==> config.mk <==
export PLATFORM = sky130hd
export DESIGN_NAME = key_cfg_port
export DESIGN_NICKNAME = d
export VERILOG_FILES = /design/src/rtl/key_cfg_port.sv
export SDC_FILE = /design/constraint.sdc
export NUM_CORES = 1
export LEC_CHECK = 0
export BUFFER_PORTS_ARGS = -buffer_cell sky130_fd_sc_hd__buf_4
export CAP_MARGIN = 10
export CORE_MARGIN = 8
export CORE_UTILIZATION = 30
export CTS_CLUSTER_SIZE = 25
export DETAILED_ROUTE_END_ITERATION = 12
export GPL_TIMING_DRIVEN = 0
export PLACE_DENSITY_LB_ADDON = 0.25
export SKIP_LAST_GASP = 1
export SLEW_MARGIN = 10
export SYNTH_ARGS = -nofsm -noshare
export SYNTH_HDL_FRONTEND = slang
export SYNTH_SLANG_ARGS = --single-unit
==> constraint.sdc <==
create_clock -name clk -period 2.9 [get_ports clk]
set_input_delay 0.145 -clock clk [delete_from_list [all_inputs] [get_ports clk]]
set_output_delay 0.145 -clock clk [all_outputs]
set_load 0.005 [all_outputs]
==> src/rtl/key_cfg_port.sv <==
module key_cfg_port #(
  parameter logic [15:0] CHIP_ID       = 16'h8712,
  parameter logic [3:0]  CHIP_REV      = 4'h8,
  parameter logic [7:0]  MON_LDN       = 8'h04,
  parameter logic [15:0] MON_BASE_INIT = 16'h0290,
  parameter logic [7:0]  KEY0          = 8'h87,
  parameter logic [7:0]  KEY1          = 8'h01,
  parameter logic [7:0]  KEY2          = 8'h55,
  parameter logic [7:0]  KEY3_PRI      = 8'h55,
  parameter logic [7:0]  KEY3_ALT      = 8'hAA,
  parameter logic [7:0]  IDX_CTRL      = 8'h02,
  parameter logic [7:0]  EXIT_CMD      = 8'h02,
  parameter logic [7:0]  IDX_LDN       = 8'h07,
  parameter logic [7:0]  IDX_ID_HI     = 8'h20,
  parameter logic [7:0]  IDX_ID_LO     = 8'h21,
  parameter logic [7:0]  IDX_REV       = 8'h22,
  parameter logic [7:0]  IDX_BASE_HI   = 8'h60,
  parameter logic [7:0]  IDX_BASE_LO   = 8'h61
) (
  input  logic        clk,
  input  logic        rst_n,
  input  logic        alt_sel,
  input  logic        wr_en,
  input  logic        addr,
  input  logic [7:0]  wdata,
  output logic [7:0]  rdata,
  output logic        unlocked,
  output logic [15:0] mon_base,
  output logic        mon_en
);

  logic [1:0] step;
  logic [7:0] idx;
  logic [7:0] ldn;
  logic [7:0] key_byte;

  wire wr_idx  = wr_en && !addr;
  wire wr_dat  = wr_en && addr && unlocked;
  wire mon_sel = (ldn == MON_LDN);

  always_comb begin
    case (step)
      2'd0:    key_byte = KEY0;
      2'd1:    key_byte = KEY1;
      2'd2:    key_byte = KEY2;
      default: key_byte = alt_sel ? KEY3_ALT : KEY3_PRI;
    endcase
  end

  always_ff @(posedge clk) begin
    if (!rst_n) begin
      step     <= 2'd0;
      unlocked <= 1'b0;
      idx      <= 8'h00;
      ldn      <= 8'h00;
      mon_base <= MON_BASE_INIT;
    end else begin
      if (wr_idx && !unlocked) begin
        if (wdata == key_byte) begin
          if (step == 2'd3) begin
            unlocked <= 1'b1;
            step     <= 2'd0;
          end else begin
            step <= step + 2'd1;
          end
        end else begin
          step <= 2'd0;
        end
      end
      if (wr_idx && unlocked) idx <= wdata;
      if (wr_dat) begin
        if (idx == IDX_CTRL && wdata == EXIT_CMD) unlocked <= 1'b0;
        if (idx == IDX_LDN) ldn <= wdata;
        if (mon_sel && idx == IDX_BASE_HI) mon_base[15:8] <= wdata;
        if (mon_sel && idx == IDX_BASE_LO) mon_base[7:0]  <= wdata;
      end
    end
  end

  always_comb begin
    if (!unlocked) begin
      rdata = 8'hFF;
    end else if (!addr) begin
      rdata = idx;
    end else begin
      case (idx)
        IDX_LDN:     rdata = ldn;
        IDX_ID_HI:   rdata = CHIP_ID[15:8];
        IDX_ID_LO:   rdata = CHIP_ID[7:0];
        IDX_REV:     rdata = {4'h0, CHIP_REV};
        IDX_BASE_HI: rdata = mon_sel ? mon_base[15:8] : 8'h00;
        IDX_BASE_LO: rdata = mon_sel ? mon_base[7:0] : 8'h00;
        default:     rdata = 8'h00;
      endcase
    end
  end

  assign mon_en = |mon_base;

endmodule

After elaboration in Yosys (flattened, before gate mapping)
Index checks and enable logic that the tools add are counted.

storage, ports and cells
  output and inout bits = 26
  bits in registers = 35

operators by class
  add/subtract/negate cells = 1
  reduce and logical (&&, ||, !) cells = 15
  equality and inequality tests = 13
  muxes and demuxes = 14

operator list
  kind                                                              count
  8-bit case mux with 6 select lines                                1
  8-bit 2-to-1 mux                                                  5
  8-bit by 6-bit == test with 1-bit output (second input constant)  3
  8-bit case mux with 3 select lines                                1
  8-bit by 2-bit == test with 1-bit output (second input constant)  2
  8-bit by 3-bit == test with 1-bit output (second input constant)  2
  8-bit by 7-bit == test with 1-bit output (second input constant)  2
  16-bit OR reduction                                               1
  8-bit == test                                                     1
  1-bit logical AND                                                 8
  2-bit AND reduction                                               3
  1-bit 2-to-1 mux                                                  5
  2-bit == test (second input constant)                             2
  2-bit 2-to-1 mux                                                  2
  2-bit by 1-bit adder with 2-bit output (second input constant)    1
  2-bit by 1-bit == test with 1-bit output (second input constant)  1
  1-bit logical NOT                                                 2
  2-bit logical NOT                                                 1

Depth between registers and ports, before layout
  depth after elaboration = 7
  mapped depth = 6

Least setup slack after synthesis
No wires, ideal clock.

  kind = reg-to-output
  start = register idx[4]
  end = output rdata[5]
  cell stages (with the launch flop) = 5
  slack = 1.129 ns
  arrival time = 1.626 ns
  path through = dfxtp_1 > or4_4 > nor2_2 > o21a_1 > a2bb2oi_1

between the ends
  longest elaborated chain between the ends = 4

RTL lines
  item                                                                    RTL line  source
  from (decl)                                                             33        logic [7:0] idx;
  from (signal assigned)                                                  70        if (wr_idx && unlocked) idx <= wdata;
  8-bit by 7-bit == test with 1-bit output, or another cell as far along  86        case (idx)
  8-bit case mux with 6 select lines *                                    86
  8-bit 2-to-1 mux *                                                      83        end else if (!addr) begin
  8-bit 2-to-1 mux *                                                      81        if (!unlocked) begin
  to (decl)                                                               26        output logic [7:0] rdata,

Mark *: on every way between the ends. The rest lies on a longest branch, timed or not.

Final worst setup path
  start = register idx[5]
  end = output rdata[3]

Same word-level chain as after synthesis.

==> flow_summary.yaml <==
clock_network:
  cts-root-buf: "clkbuf_8"
  cts_max_level: 2
  cts_resized: 0
  cts_sinks: 35
  holdBufCountCts: 0
  post-cts-setup-buffers: 0
  cts_buffers: 5
  clockBufferDepth: 2
  cts_tree: "built"
  clk_latency_ns: 0.29
  clk_pin_slew_ns: 0.08
sta:
  period_needed_ns: 2.56
  relSlewSlack_pct: 32.3
  period_share_pct: 88.2
  worst_pin_slew_ns: 1.01
  setup_viol: 0
  drv_slew: 0
  setup_ws_ns: 0.341
  rsz0062_at_grt: "no"
  tns_ns: 0
  hold_viol_final: 0
  fmax_mhz: 391
  fin_skew_ns: 0.0101
cells_and_area:
  area_delta_synth_final_pct: 25.1
  post_route_cells_drive_above_1_share_pct: 19.0
  regArea_sq_um: 701
  fillers: 742
  fin_util_pct: 39.0
  multiInputGateArea_sq_mm: 0.00132
  diodes: 0
  nNetsFinal: 310
min_path:
  hold_path.class: "input port to flip-flop"
  whs_endpoint: "mon_base[9]"
  min-delay-start: "wdata[1]"
  min_path_cells: 3
detailed_routing:
  drtIter0Drc: 68
  vias: 2090
  routed_wl_mm: 6.89
  drc_errors: 0
  detail-route-antenna-nets: 0
  drt-vias-per-instance: 5.36
  drtPass1Iterations: 4
  routedWlPerCell_um: 17.7
logic_synthesis:
  synth_flop_cell: "dfxtp_1"
  yosysMostFrequentCell: "dfxtp_1"
  synth.avg_cell_area_sq_um: 8.54
  seq_area_frac_synth_pct: 32.9
  ys_types: 46
  synth_common_cells: "35 x dfxtp_1, 26 x mux2i_1, 26 x o21ai_0"
  synth_edf_count: 0
  yosys-top-cells-area: "dfxtp_1 33%, mux2i_1 12%, o21ai_0 6.1%, nand3_1 5.2%, nor2b_1 4.7%"
  netlist_area_sq_mm: 0.00213
  synth_top_area_cell: "dfxtp_1"
  syn_nets: 266
  synth_top_area_share_pct: 32.9
  synth-seq-cells: 35
  syn-instance-count: 249
  async_flop_share_pct: 0
  yosys_warnings: 0
floorplan:
  rows: 30
  die_y_um: 100
  io_pins: 39
  die_w_um: 100
  start_util_pct: 31.1
  die_area_sq_mm: 0.0100
  core_area_sq_mm: 0.00683
critical_path:
  path_class: "flip-flop to output port"
  crit_path_end_kind: "output port"
  r2r_end: "mon_base[0]"
  cp.required_ns: 2.76
  r2r-start: "idx[2]"
  cp.arrival_ns: 2.41
  start_kind: "flip-flop"
  r2r_cells: 4
  worst-path-max-fanout: 10
  ff2ff_setup_slack_ns: 0.87
run:
  maxCapViolCount: 0
global_routing:
  grt_antenna_before_repair: 0
  grt_pass1_wl_mm: 10.7
  grt_max_degree: 13
  grt_pass1_vias: 2005
  grtUsageTotal_pct: 13.6
  overflow: 0
place:
  routabilityCongestion: 0.808
  place_worst_setup_slack_ns: 0.725
  numPortBuffers: 37
  dp_hpwl_mm: 5.02
run_status:
  status: "complete, no violations"
pwr:
  leakage_nw: 0.901
  ir_drop_uv: 233
  power.density_mw_per_mm2: 403
  power_mw: 1.07
## cell families after synthesis
kind of cell / Yosys count / synth area share (%)
AO/OA/AOI/OAI: 65 / 20.5
adder cells (fa/ha/maj): 4 / 2.35
buffers and inverters: 28 / 5.23
flip-flops: 35 / 32.9
multiplexers: 26 / 12.2
AND/OR/NAND/NOR: 91 / 26.8
## where the power goes
group          switching, mW  internal, mW  total, mW
sequential         0.0000175         0.480      0.480
clock                  0.195         0.343      0.538
combinational         0.0322        0.0217     0.0540
total                  0.227         0.845       1.07
## sequential cells by signal, indices dropped and copies added (netlist names)
name,count
unlocked,1
step,2
ldn,8
mon_base,16
idx,8
## layout make-up
class | instances | share of cell area (%)
Multi-Input combinational cell | 186 | 49.4
Tap cell | 96 | 4.51
Buffer | 17 | 2.63
Clock inverter | 3 | 2.54
Clock buffer | 5 | 2.59
Sequential cell | 35 | 26.3
Inverter | 11 | 1.55
Timing Repair Buffer | 37 | 10.4
## worst max-delay path by stage
stage / start / endpoint / slack, ns / cells after the start
final: idx[5] / rdata[3] / 0.34 / 6
after global routing: idx[6] / rdata[2] / 0.21 / 6
after CTS: idx[5] / rdata[2] / 0.40 / 6
after detailed placement: idx[5] / rdata[2] / 0.73 / 6
after global placement: idx[5] / rdata[3] / 0.73 / 6
after floorplan: idx[4] / rdata[5] / 1.13 / 4
## layer usage
layer | part of all wire [%] | vias up | GRT usage, %
met3 | 4.1 | 10 | 2.77
met2 | 45 | 52 | 22.1
met4 | 1.3 | 0 | 4.42
met5 | 0 | - | 0
li1 | - | 1013 | -
met1 | 49 | 1015 | 17.4
## worst max-delay path, cell delays in order (launching register included)
cell,delay (ns)
dfxtp_1,0.39
or3b_1,0.48
nand4b_1,0.35
clkbuf_1,0.31
nor3_1,0.31
o22a_1,0.18
buf_4,0.11
## placed cells by master (no fill, tap or decap), types with 2 or more instances in the layout
master,count
a211o_1,5
a211oi_1,4
a21boi_0,12
a21oi_1,3
a2bb2oi_1,2
buf_1,2
buf_4,38
bufinv_16,2
clkbuf_1,12
clkbuf_8,5
dfxtp_1,35
ha_1,4
inv_1,11
mux2i_1,26
nand2_1,6
nand3_1,22
nand3b_1,2
nand4b_1,2
nor2_1,2
nor2b_1,16
nor3_1,9
nor3b_1,2
nor4_1,7
nor4b_1,4
o21ai_0,26
o22a_1,6
o22ai_1,2
or2_2,2
or3_1,5
## stage by stage
stage | hold slack, ns | cell area (sq um) | instances
finish | 0.174 | 2660 | 390
global route | 0.174 | 2660 | 390
CTS | 0.168 | 2660 | 390
detailed placement | 0.475 | 2520 | 382
global placement | 0.465 | 2520 | 382
floorplan | 0.293 | 2130 | 249
Note: power is estimated with default switching activity, not from simulation.
